===== src/rtl/vsp_pkg.sv =====
package vsp_pkg;

    // Divider control
    typedef enum logic {
        DIV_IDLE = 1'b0,
        DIV_RUN  = 1'b1
    } div_state_e;

    // Number of revolutions held for a given depth select
    function automatic int unsigned depth_of(input int unsigned sel);
        return 32'd1 << sel;
    endfunction

endpackage


===== src/rtl/vsp_timebase.sv =====
module vsp_timebase #(
    parameter int TICK_DIV = 50,
    parameter int PERIOD_W = 20
) (
    input  logic                clk,
    input  logic                rst,
    input  logic                index_in,
    output logic                idx_rise,
    output logic                tick,
    output logic [PERIOD_W-1:0] phase,
    output logic                per_vld,
    output logic [PERIOD_W-1:0] per_ticks
);
    localparam int PRE_W = (TICK_DIV > 1) ? $clog2(TICK_DIV) : 1;
    localparam logic [PERIOD_W-1:0] PH_MAX = '1;
    localparam logic [PERIOD_W-1:0] PH_ONE = PERIOD_W'(1);

    logic [PRE_W-1:0] pre;
    logic             idx_q;
    logic             seen;

    // Prescaler is re-phased on every index edge so tick k lands k*TICK_DIV cycles later
    always_comb begin
        idx_rise = index_in && !idx_q;
        tick     = !idx_rise && (pre == PRE_W'(TICK_DIV - 1));
    end

    always_ff @(posedge clk) begin
        if (rst) begin
            idx_q     <= 1'b0;
            pre       <= '0;
            seen      <= 1'b0;
            phase     <= '0;
            per_vld   <= 1'b0;
            per_ticks <= '0;
        end else begin
            idx_q   <= index_in;
            per_vld <= idx_rise && seen;
            if (idx_rise) begin
                seen      <= 1'b1;
                pre       <= '0;
                phase     <= '0;
                per_ticks <= (phase == PH_MAX) ? phase : phase + PH_ONE;
            end else begin
                pre <= tick ? '0 : pre + PRE_W'(1);
                if (tick && phase != PH_MAX) phase <= phase + PH_ONE;
            end
        end
    end

endmodule


===== src/rtl/vsp_averager.sv =====
module vsp_averager #(
    parameter int PERIOD_W = 20,
    parameter int MAX_LOG  = 3,
    parameter int DSEL_W   = 2
) (
    input  logic                clk,
    input  logic                rst,
    input  logic [DSEL_W-1:0]   cfg_depth_sel,
    input  logic                per_vld,
    input  logic [PERIOD_W-1:0] per_ticks,
    output logic [PERIOD_W-1:0] avg,
    output logic                full,
    output logic                push
);
    localparam int MAX_DEPTH = 1 << MAX_LOG;
    localparam int SUM_W     = PERIOD_W + MAX_LOG;
    localparam int CNT_W     = MAX_LOG + 1;

    logic [PERIOD_W-1:0] hist [MAX_DEPTH];
    logic [SUM_W-1:0]    sum;
    logic [CNT_W-1:0]    fill;
    logic [CNT_W-1:0]    depth;
    logic [MAX_LOG-1:0]  oldest_idx;
    logic                too_long;
    logic                accept;

    always_comb begin
        depth      = CNT_W'(vsp_pkg::depth_of(int'(cfg_depth_sel)));
        oldest_idx = MAX_LOG'(depth - CNT_W'(1));
        full       = (fill == depth);
        avg        = PERIOD_W'(sum >> cfg_depth_sel);
        too_long   = full && ({1'b0, per_ticks} > {avg, 1'b0});
        accept     = per_vld && !too_long;
    end

    always_ff @(posedge clk) begin
        if (rst) begin
            sum  <= '0;
            fill <= '0;
            push <= 1'b0;
            for (int i = 0; i < MAX_DEPTH; i++) hist[i] <= '0;
        end else begin
            push <= accept;
            if (accept) begin
                sum <= sum + SUM_W'(per_ticks) - (full ? SUM_W'(hist[oldest_idx]) : '0);
                hist[0] <= per_ticks;
                for (int i = 1; i < MAX_DEPTH; i++) hist[i] <= hist[i-1];
                if (!full) fill <= fill + CNT_W'(1);
            end
        end
    end

    AST_FILL_WITHIN_DEPTH: assert property (@(posedge clk) disable iff (rst)
        fill <= depth);
    AST_LONG_PERIOD_DROPPED: assert property (@(posedge clk) disable iff (rst)
        (per_vld && full && ({1'b0, per_ticks} > {avg, 1'b0})) |=> (!push && $stable(sum)));

endmodule


===== src/rtl/vsp_divider.sv =====
module vsp_divider
    import vsp_pkg::*;
#(
    parameter int N_W = 20,
    parameter int D_W = 6
) (
    input  logic           clk,
    input  logic           rst,
    input  logic           start,
    input  logic [N_W-1:0] dividend,
    input  logic [D_W-1:0] divisor,
    output logic [N_W-1:0] quo,
    output logic           done
);
    localparam int CNT_W = $clog2(N_W + 1);

    div_state_e     st;
    logic [CNT_W-1:0] cnt;
    logic [D_W-1:0] rem;
    logic [N_W-1:0] acc;
    logic [D_W:0]   trial;
    logic [D_W:0]   diff;
    logic           ge;

    // Restoring division, one quotient bit per cycle
    always_comb begin
        trial = {rem, acc[N_W-1]};
        ge    = trial >= {1'b0, divisor};
        diff  = trial - {1'b0, divisor};
        quo   = acc;
    end

    always_ff @(posedge clk) begin
        if (rst) begin
            st   <= DIV_IDLE;
            cnt  <= '0;
            rem  <= '0;
            acc  <= '0;
            done <= 1'b0;
        end else begin
            done <= 1'b0;
            case (st)
                DIV_IDLE: if (start) begin
                    acc <= dividend;
                    rem <= '0;
                    cnt <= CNT_W'(N_W);
                    st  <= DIV_RUN;
                end
                DIV_RUN: begin
                    rem <= ge ? diff[D_W-1:0] : trial[D_W-1:0];
                    acc <= {acc[N_W-2:0], ge};
                    cnt <= cnt - CNT_W'(1);
                    if (cnt == CNT_W'(1)) begin
                        st   <= DIV_IDLE;
                        done <= 1'b1;
                    end
                end
                default: st <= DIV_IDLE;
            endcase
        end
    end

endmodule


===== src/rtl/vsp_scheduler.sv =====
module vsp_scheduler #(
    parameter int PERIOD_W = 20,
    parameter int SEC_W    = 6,
    parameter int WID_W    = 8
) (
    input  logic                clk,
    input  logic                rst,
    input  logic                ready,
    input  logic                idx_rise,
    input  logic                tick,
    input  logic [PERIOD_W-1:0] phase,
    input  logic [PERIOD_W-1:0] intv,
    input  logic                intv_load,
    input  logic [SEC_W-1:0]    cfg_sectors,
    input  logic [WID_W-1:0]    cfg_width,
    output logic                pulse
);
    localparam logic [PERIOD_W:0] CMP_ONE = (PERIOD_W+1)'(1);

    logic [PERIOD_W:0] cmp;
    logic [SEC_W-1:0]  sc;
    logic [WID_W-1:0]  wc;
    logic              active;
    logic              hit;

    always_comb begin
        active = (sc < cfg_sectors);
        hit    = tick && active && (({1'b0, phase} + CMP_ONE) == cmp);
        pulse  = (wc != '0);
    end

    always_ff @(posedge clk) begin
        if (rst) begin
            cmp <= '0;
            sc  <= '1;
            wc  <= '0;
        end else if (idx_rise) begin
            if (ready) begin
                cmp <= {1'b0, intv};
                sc  <= SEC_W'(1);
                wc  <= cfg_width;
            end else begin
                sc <= '1;
            end
        end else if (hit) begin
            cmp <= cmp + {1'b0, intv};
            sc  <= sc + SEC_W'(1);
            wc  <= cfg_width;
        end else begin
            // A freshly computed interval replaces the first compare if it is still pending
            if (intv_load && sc == SEC_W'(1)) cmp <= {1'b0, intv};
            if (tick && wc != '0) wc <= wc - WID_W'(1);
        end
    end

    AST_PULSE_STARTS_ON_GRID: assert property (@(posedge clk) disable iff (rst)
        $rose(pulse) |-> ($past(idx_rise) || $past(tick)));
    AST_PULSE_ENDS_ON_TICK: assert property (@(posedge clk) disable iff (rst)
        $fell(pulse) |-> $past(tick));

endmodule


===== src/rtl/vsp_gen.sv =====
module vsp_gen #(
    parameter int TICK_DIV = 50,
    parameter int PERIOD_W = 20,
    parameter int SEC_W    = 6,
    parameter int WID_W    = 8,
    parameter int MAX_LOG  = 3,
    localparam int DSEL_W  = (MAX_LOG > 0) ? $clog2(MAX_LOG + 1) : 1
) (
    input  logic              clk,
    input  logic              rst,
    input  logic              index_in,
    input  logic [DSEL_W-1:0] cfg_depth_sel,
    input  logic [SEC_W-1:0]  cfg_sectors,
    input  logic [WID_W-1:0]  cfg_width,
    output logic              sector_pulse,
    output logic              not_ready
);
    localparam int PROD_W = PERIOD_W + SEC_W + 1;

    logic                idx_rise, tick, per_vld;
    logic [PERIOD_W-1:0] phase, per_ticks, avg, quo, intv;
    logic                full, push, div_done, ld_q, ready;

    vsp_timebase #(.TICK_DIV(TICK_DIV), .PERIOD_W(PERIOD_W)) u_time (
        .clk(clk), .rst(rst), .index_in(index_in), .idx_rise(idx_rise), .tick(tick),
        .phase(phase), .per_vld(per_vld), .per_ticks(per_ticks)
    );

    vsp_averager #(.PERIOD_W(PERIOD_W), .MAX_LOG(MAX_LOG), .DSEL_W(DSEL_W)) u_avg (
        .clk(clk), .rst(rst), .cfg_depth_sel(cfg_depth_sel), .per_vld(per_vld),
        .per_ticks(per_ticks), .avg(avg), .full(full), .push(push)
    );

    vsp_divider #(.N_W(PERIOD_W), .D_W(SEC_W)) u_div (
        .clk(clk), .rst(rst), .start(push), .dividend(avg), .divisor(cfg_sectors),
        .quo(quo), .done(div_done)
    );

    always_ff @(posedge clk) begin
        if (rst) begin
            intv  <= '0;
            ld_q  <= 1'b0;
            ready <= 1'b0;
        end else begin
            ld_q <= div_done;
            if (div_done) intv <= quo;
            if (div_done && full) ready <= 1'b1;
        end
    end

    vsp_scheduler #(.PERIOD_W(PERIOD_W), .SEC_W(SEC_W), .WID_W(WID_W)) u_sched (
        .clk(clk), .rst(rst), .ready(ready), .idx_rise(idx_rise), .tick(tick),
        .phase(phase), .intv(intv), .intv_load(ld_q), .cfg_sectors(cfg_sectors),
        .cfg_width(cfg_width), .pulse(sector_pulse)
    );

    assign not_ready = !ready;

    AST_QUIET_UNTIL_READY: assert property (@(posedge clk) disable iff (rst)
        not_ready |-> !sector_pulse);
    AST_INTERVAL_IS_QUOTIENT: assert property (@(posedge clk) disable iff (rst)
        (div_done && cfg_sectors != '0) |->
            ((PROD_W'(quo) * PROD_W'(cfg_sectors) <= PROD_W'(avg)) &&
             ((PROD_W'(quo) + PROD_W'(1)) * PROD_W'(cfg_sectors) > PROD_W'(avg))));

endmodule


===== config.mk =====
export PLATFORM = sky130hd
export DESIGN_NAME = vsp_gen
export DESIGN_NICKNAME = d
export VERILOG_FILES = /design/src/rtl/vsp_pkg.sv /design/src/rtl/vsp_timebase.sv /design/src/rtl/vsp_averager.sv /design/src/rtl/vsp_divider.sv /design/src/rtl/vsp_scheduler.sv /design/src/rtl/vsp_gen.sv
export SDC_FILE = /design/constraint.sdc
export NUM_CORES = 1
export LEC_CHECK = 0
export ABC_AREA = 1
export BUFFER_PORTS_ARGS = -buffer_cell sky130_fd_sc_hd__buf_2
export CAP_MARGIN = 40
export CORE_ASPECT_RATIO = 0.9
export CORE_UTILIZATION = 60
export CTS_CLUSTER_SIZE = 24
export DETAILED_ROUTE_END_ITERATION = 8
export PLACE_DENSITY = 0.83
export SLEW_MARGIN = 20
export SYNTH_ARGS = -nofsm -noshare
export SYNTH_HDL_FRONTEND = slang
export SYNTH_SLANG_ARGS = --single-unit

===== constraint.sdc =====
create_clock -name clk -period 15.07 [get_ports clk]
set_input_delay 3.014 -clock clk [delete_from_list [all_inputs] [get_ports clk]]
set_output_delay 3.014 -clock clk [all_outputs]
set_load 0.005 [all_outputs]

Word-level counts from Yosys, hierarchy flattened

Memories as Yosys holds them, arrays and structs flattened.
Index checks and enable logic that the tools add are counted.

Add/subtract/negate cells: 12
$lt $le $gt $ge: 3
Equal/unequal tests: 9
Shifts and indexed selects: 2
Mux-type cells: 37
Bitwise logic cells: 10
Reductions and logical operators: 25

Operators with widths:

| operator              | number |
|---|---|
| $mux 20               | 11 |
| $mux 21               | 4 |
| $pmux 20 s2           | 1 |
| $mux 8                | 4 |
| $mux 6                | 5 |
| $add 23x20->23        | 1 |
| $shr 23x2->20         | 1 |
| $sub 23x23->23        | 1 |
| $add 20x1->21 const B | 1 |
| $add 21x20->21        | 1 |
| $eq 21x21->1          | 1 |
| $gt 20x21->1          | 1 |
| $add 20x1->20 const B | 1 |
| $eq 20x20->1 const B  | 1 |
| $ne 20x20->1 const B  | 1 |
| $add 6x1->6 const B   | 2 |
| $pmux 6 s2            | 1 |
| $logic_and 1x1->1     | 11 |
| $pmux 5 s2            | 1 |
| $mux 1                | 8 |
| $or 1x1->1            | 8 |
| $reduce_bool 8->1     | 1 |
| $sub 8x1->8 const B   | 1 |
| $ge 7x6->1            | 1 |
| 20 further kinds      | 29 |

Register bits after elaboration: 167
Bits in writable memories: 160
Input port bits: 19
Output and inout port bits: 2
Logic and storage cells: 119
Memories kept: 1

Memories:

| name       | words | bits a word | rd ports | clocked after memory_dff | wr ports | RTL line           | text |
|---|---|---|---|---|---|---|---|
| u_avg.hist | 8     | 20          | 8        | 0                        | 8        | vsp_averager.sv:19 | `logic [PERIOD_W-1:0] hist [MAX_DEPTH];` |

Logic depth before layout (Yosys ltp)

Depth in word-level cells: 9
Gate-level depth with buffers: 23
Depth with buffers taken out: 22

Hierarchy

From an unflattened synthesis, not the netlist that was laid out.

Cells, all modules: 2,890
Area, all modules: 21,046.4 sq um

Modules (own cells, without submodules):

| module        | instances | cells an instance | area each (sq um) | seq. area each (sq um) |
|---|---|---|---|---|
| vsp_averager  | 1         | 1,356             | 11,353.4          | 5,365.1 |
| vsp_scheduler | 1         | 769               | 4,443.0           | 700.7 |
| vsp_timebase  | 1         | 354               | 2,416.1           | 980.9 |
| vsp_divider   | 1         | 276               | 1,910.6           | 660.6 |
| vsp_gen       | 1         | 135               | 923.4             | 440.4 |

Least setup slack after synthesis

OpenSTA, ideal clock, no wires.

Path type: input-to-reg
Start point: input port cfg_depth_sel[1]
End point: memory u_avg.hist[0][0] (enable)
Arrival time: 9,436 ps
Path slack: 5,049 ps
Cell stages on the path: 17
Path buffers: 3
Cells stage by stage: clkbuf_1 > nor2_1 > clkbuf_1 > inv_1 > o221ai_1 > inv_1 > ha_1 > inv_1 > nor2_1 > o211ai_1 > nand2_1 > nand3_1 > nand4_1 > nand2_1 > nand2_1 > nand2_1 > clkbuf_1

RTL lines:

| what            | RTL line           | text |
|---|---|---|
| start, declared | vsp_gen.sv:12      | `input logic [DSEL_W-1:0] cfg_depth_sel,` |
| end, declared   | vsp_averager.sv:19 |  |

Worst setup path after layout

Start point: input port cfg_depth_sel[0]
End point: register u_avg.sum[16]

Cells in the longest elaborated chain, start to end: 5
Elaborated cells between the ends (all ways): 11

RTL lines:

| what                                                | RTL line                               | text |
|---|---|---|
| $shl 1x2->4 or $shr 23x2->20 (tied branches)        | vsp_pkg.sv:11, vsp_averager.sv:31      |  |
| $sub 3x1->3, or another cell as far along           | vsp_averager.sv:29                     | `oldest_idx = MAX_LOG'(depth - CNT_W'(1));` |
| $mem_v2 8x20 or $logic_and 1x1->1 (tied branches)   | n/a                                    |  |
| $mux 20 or $logic_not 1->1 (tied branches)          | vsp_averager.sv:45, vsp_averager.sv:33 |  |
| $sub 23x23->23 or $logic_and 1x1->1 (tied branches) | vsp_averager.sv:45, vsp_averager.sv:33 |  |
| end signal, assigned                                | vsp_averager.sv:45                     | `sum <= sum + SUM_W'(per_ticks) - (full ? SUM_W'(hist[oldest_idx]) : '0);` |
| end, declared                                       | vsp_averager.sv:20                     | `logic [SUM_W-1:0] sum;` |

Several ways; a longest one is shown, not always the timed one.
A chain may end at the register's enable or synchronous reset.

==> flow_summary_export.csv <==
group,metric,value,unit
run_status,status,"complete, no violations",
global_route,antenna_found_initial,0,
die,initial_utilization,60.8,%
global_route,grt_max_degree,80,
synthesis,synth_top_area_share,25.6,%
clock_tree,cts_max_level,2,
setup_path,critPathMaxStageDelay,770,ps
die,ioPinCount,21,
synthesis,ys_seq_area_share,43.5,%
synthesis,synth_compound_area_share,12.6,%
clock_tree,post_cts_resized,0,
detailed_routing,drt-total-wl,50200,um
timing,layout_min_cycle_time,7750,ps
detailed_routing,drc_errors,0,
synthesis,synth_warnings,0,
clock_tree,clock_path_buffers,3,
detailed_routing,ant_nets,0,
timing,finalSetupViolCount,0,
clock_tree,post-cts-setup-buffer-count,0,
global_route,grt_overflow_total,0,
die,coreArea,30800,sq um
synthesis,synth_ff_type,"dfxtp_1",
setup_path,r2r_slack,10880,ps
global_route,grt_pass1_wl,78500,um
die,die-area,31900,sq um
placement,hpwl,37100,um
detailed_routing,first_pass_iters,7,
setup_path,path_common_cell,"inv_1",
synthesis,synth_mux_area_share,0.107,%
timing,tightest_slew,921,ps
final_layout,final_common_cell,"nand2_1",
setup_path,crit_slowest_cell,"nand2_1",
synthesis,synth_edf_count,160,
clock_tree,cts-root-buf,"clkbuf_16",
synthesis,ys_async_sr_fraction,0,%
clock_tree,tritoncts,"yes",
detailed_routing,vias_per_cell,5.66,
clock_tree,cts.sinks,327,
final_layout,final_cell_mix,"nand2_1 (456), inv_1 (386), nor2_1 (363), o21ai_0 (176), dfxtp_1 (167)",
clock_tree,clk_pin_slew,60,ps
global_route,grt_pass1_vias,15100,
placement,portBuffers,20,
synthesis,synth_top_family_by_area,"simple AND/OR/NAND/NOR gates",
synthesis,syn_area,18700,sq um
detailed_routing,dr_total_vias,16200,
worst_hold_path,hold_class,"reg -> reg",
clock_tree,ctsHoldBuffers,0,
clock_tree,cts-buffers-inserted,36,
flow_run,drv_cap,0,
setup_path,required,15490,ps
timing,hold_viol_final,0,
placement,gp_congestion,1.00,
setup_path,endpoint_kind,"flop",
final_layout,finalNetCount,2548,
setup_path,worstSetupStartpointType,"input pin",
synthesis,yosys.area_share.simple,23.2,%
synthesis,synthXorXnorAreaFrac,2.70,%
detailed_routing,wl_per_cell,17.6,um
synthesis,netlist_top_cells_area,"edfxtp_1 (26%), dfxtp_1 (18%), nand2_1 (9.2%)",
setup_path,cp.arrival,8170,ps
detailed_routing,first_iter_violations,1576,
die,row_count,61,
final_layout,antenna_cells,0,
final_layout,instances_no_fill,2861,
global_route,grt_usage,31.4,%
synthesis,yosysTopAreaCell,"edfxtp_1",
timing,finalClockSkew,26.0,ps
setup_path,worstPathCellList,"buf_2, nand2_1, inv_1, nor2_1, o22ai_1, nand3_1, buf_4, a211oi_1, fa_1, inv_1, ha_1, a21oi_1, inv_1, a31oi_1, o21ai_0, a21oi_1, o21bai_1, xor2_1, nand2_1, o21ai_0",
clock_tree,clk_latency,550,ps
pwr,leakagePower,8.98,nW
final_layout,drive_gt1_share,6.44,%
setup_path,path_max_fanout,48,
placement,dp_cells,2792,
timing,tns,0,ps
timing,slew_viol_final,0,
synthesis,syn-instance-count,2431,
synthesis,syn-num-nets,2555,
timing,slew_headroom,38.5,%
die,die_x,188,um
pwr,power_density,109,nW/um^2
synthesis,synth_fa_ha_area_share,7.89,%
final_layout,fillerInstances,2582,
pwr,ir_worst_vdd,0.105,mV
synthesis,ys_types,52,
die,die_h,170,um
final_layout,area_growth,9.14,%
setup_path,criticalPathCategory,"in -> reg",
timing,grt_setup_unrepaired,"no",
timing,finalCritPeriodShare,51.4,%
synthesis,syn_area_per_cell,7.71,sq um
timing,fmax,0.129,GHz
synthesis,ys_ff_latch,327,
-- per-layer routing --
layer	wire [um]	part of all wire (%)	vias up	global-route usage (%)
met5	0	0	-	0
met4	2430	4.8	0	15.6
met3	3160	6.3	141	4.30
met2	23600	47	638	52.1
met1	21000	42	7531	40.5
li1	-	-	7873	-
-- cells by family (layout without fill, tap and decap cells) --
kind of cell / Yosys count / count (layout)
mux: 2 / 2
flops: 327 / 327
fa+ha+maj: 105 / 105
compound gates: 424 / 424
simple gates: 1034 / 1034
xor+xnor: 56 / 56
buf+inv: 483 / 504
-- final cells by class --
cell class / instances / area (sq um) / area share [%]
clock inverter: 20 / 235 / 1.15
sequential: 327 / 8150 / 39.8
timing repair buffer: 40 / 345 / 1.69
inverter: 398 / 1500 / 7.31
clock buffer: 46 / 991 / 4.85
tap: 409 / 512 / 2.50
multi-input combinational: 1621 / 8720 / 42.7
-- worst max-delay path: cells and delay by family --
kind / cells / cell delay [ps]
compound gates: 8 / 1660
xor+xnor: 1 / 150
simple gates: 4 / 1020
buf+inv: 5 / 1570
fa+ha+maj: 2 / 750
-- synthesized netlist by cell type (all sizes together) (22+ instances only) --
master and count:
nand2 470, inv 395, nor2 375, o21ai 184, dfxtp 167, edfxtp 160
a21oi 135, nand3 114, ha 83, clkbuf 56, xor2 39, buf 29
nand4 28, a31oi 23, fa 22
-- power breakdown --
part,switching (mW),internal (mW),leakage [nW]
clock network,0.384,0.529,0.592
logic,0.218,0.112,5.37
registers,0.0225,0.971,3.02
total,0.624,1.61,8.98
-- sequential cells by signal, summed over array words and instances (netlist names), 5 cells and up --
name	flops
u_sched.cmp	21
u_div.rem	6
u_time.pre	6
u_div.quo	20
u_avg.hist	160
intv	20
u_div.cnt	5
u_sched.wc	8
u_avg.sum	23
u_time.phase	20
u_time.per_ticks	20
u_sched.sc	6
-- path summary, 6_finish.rpt --
check,start,endpoint,depth (start not counted)
setup reg to reg,u_time.phase[0],u_sched.cmp[9],15
hold reg to reg,u_time.seen,u_time.per_vld,2
setup / recovery,cfg_depth_sel[0],u_avg.sum[16],20
hold / removal,u_time.seen,u_time.per_vld,2
-- metrics by stage --
step	instance area, sq um	power [mW]	utilization (%)	hold WS [ps]	setup WS (ps)
3_3_place_gp	19100	1.32	61.8	423	7170
2_1_floorplan	18700	1.25	-	410	5050
3_5_place_dp	19200	1.33	62.2	430	6960
6_report	20400	2.24	66.3	437	7320
5_1_grt	20400	2.32	66.3	479	7080
4_1_cts	20400	2.24	66.2	443	7520
Power figures use the tool's default switching activity.
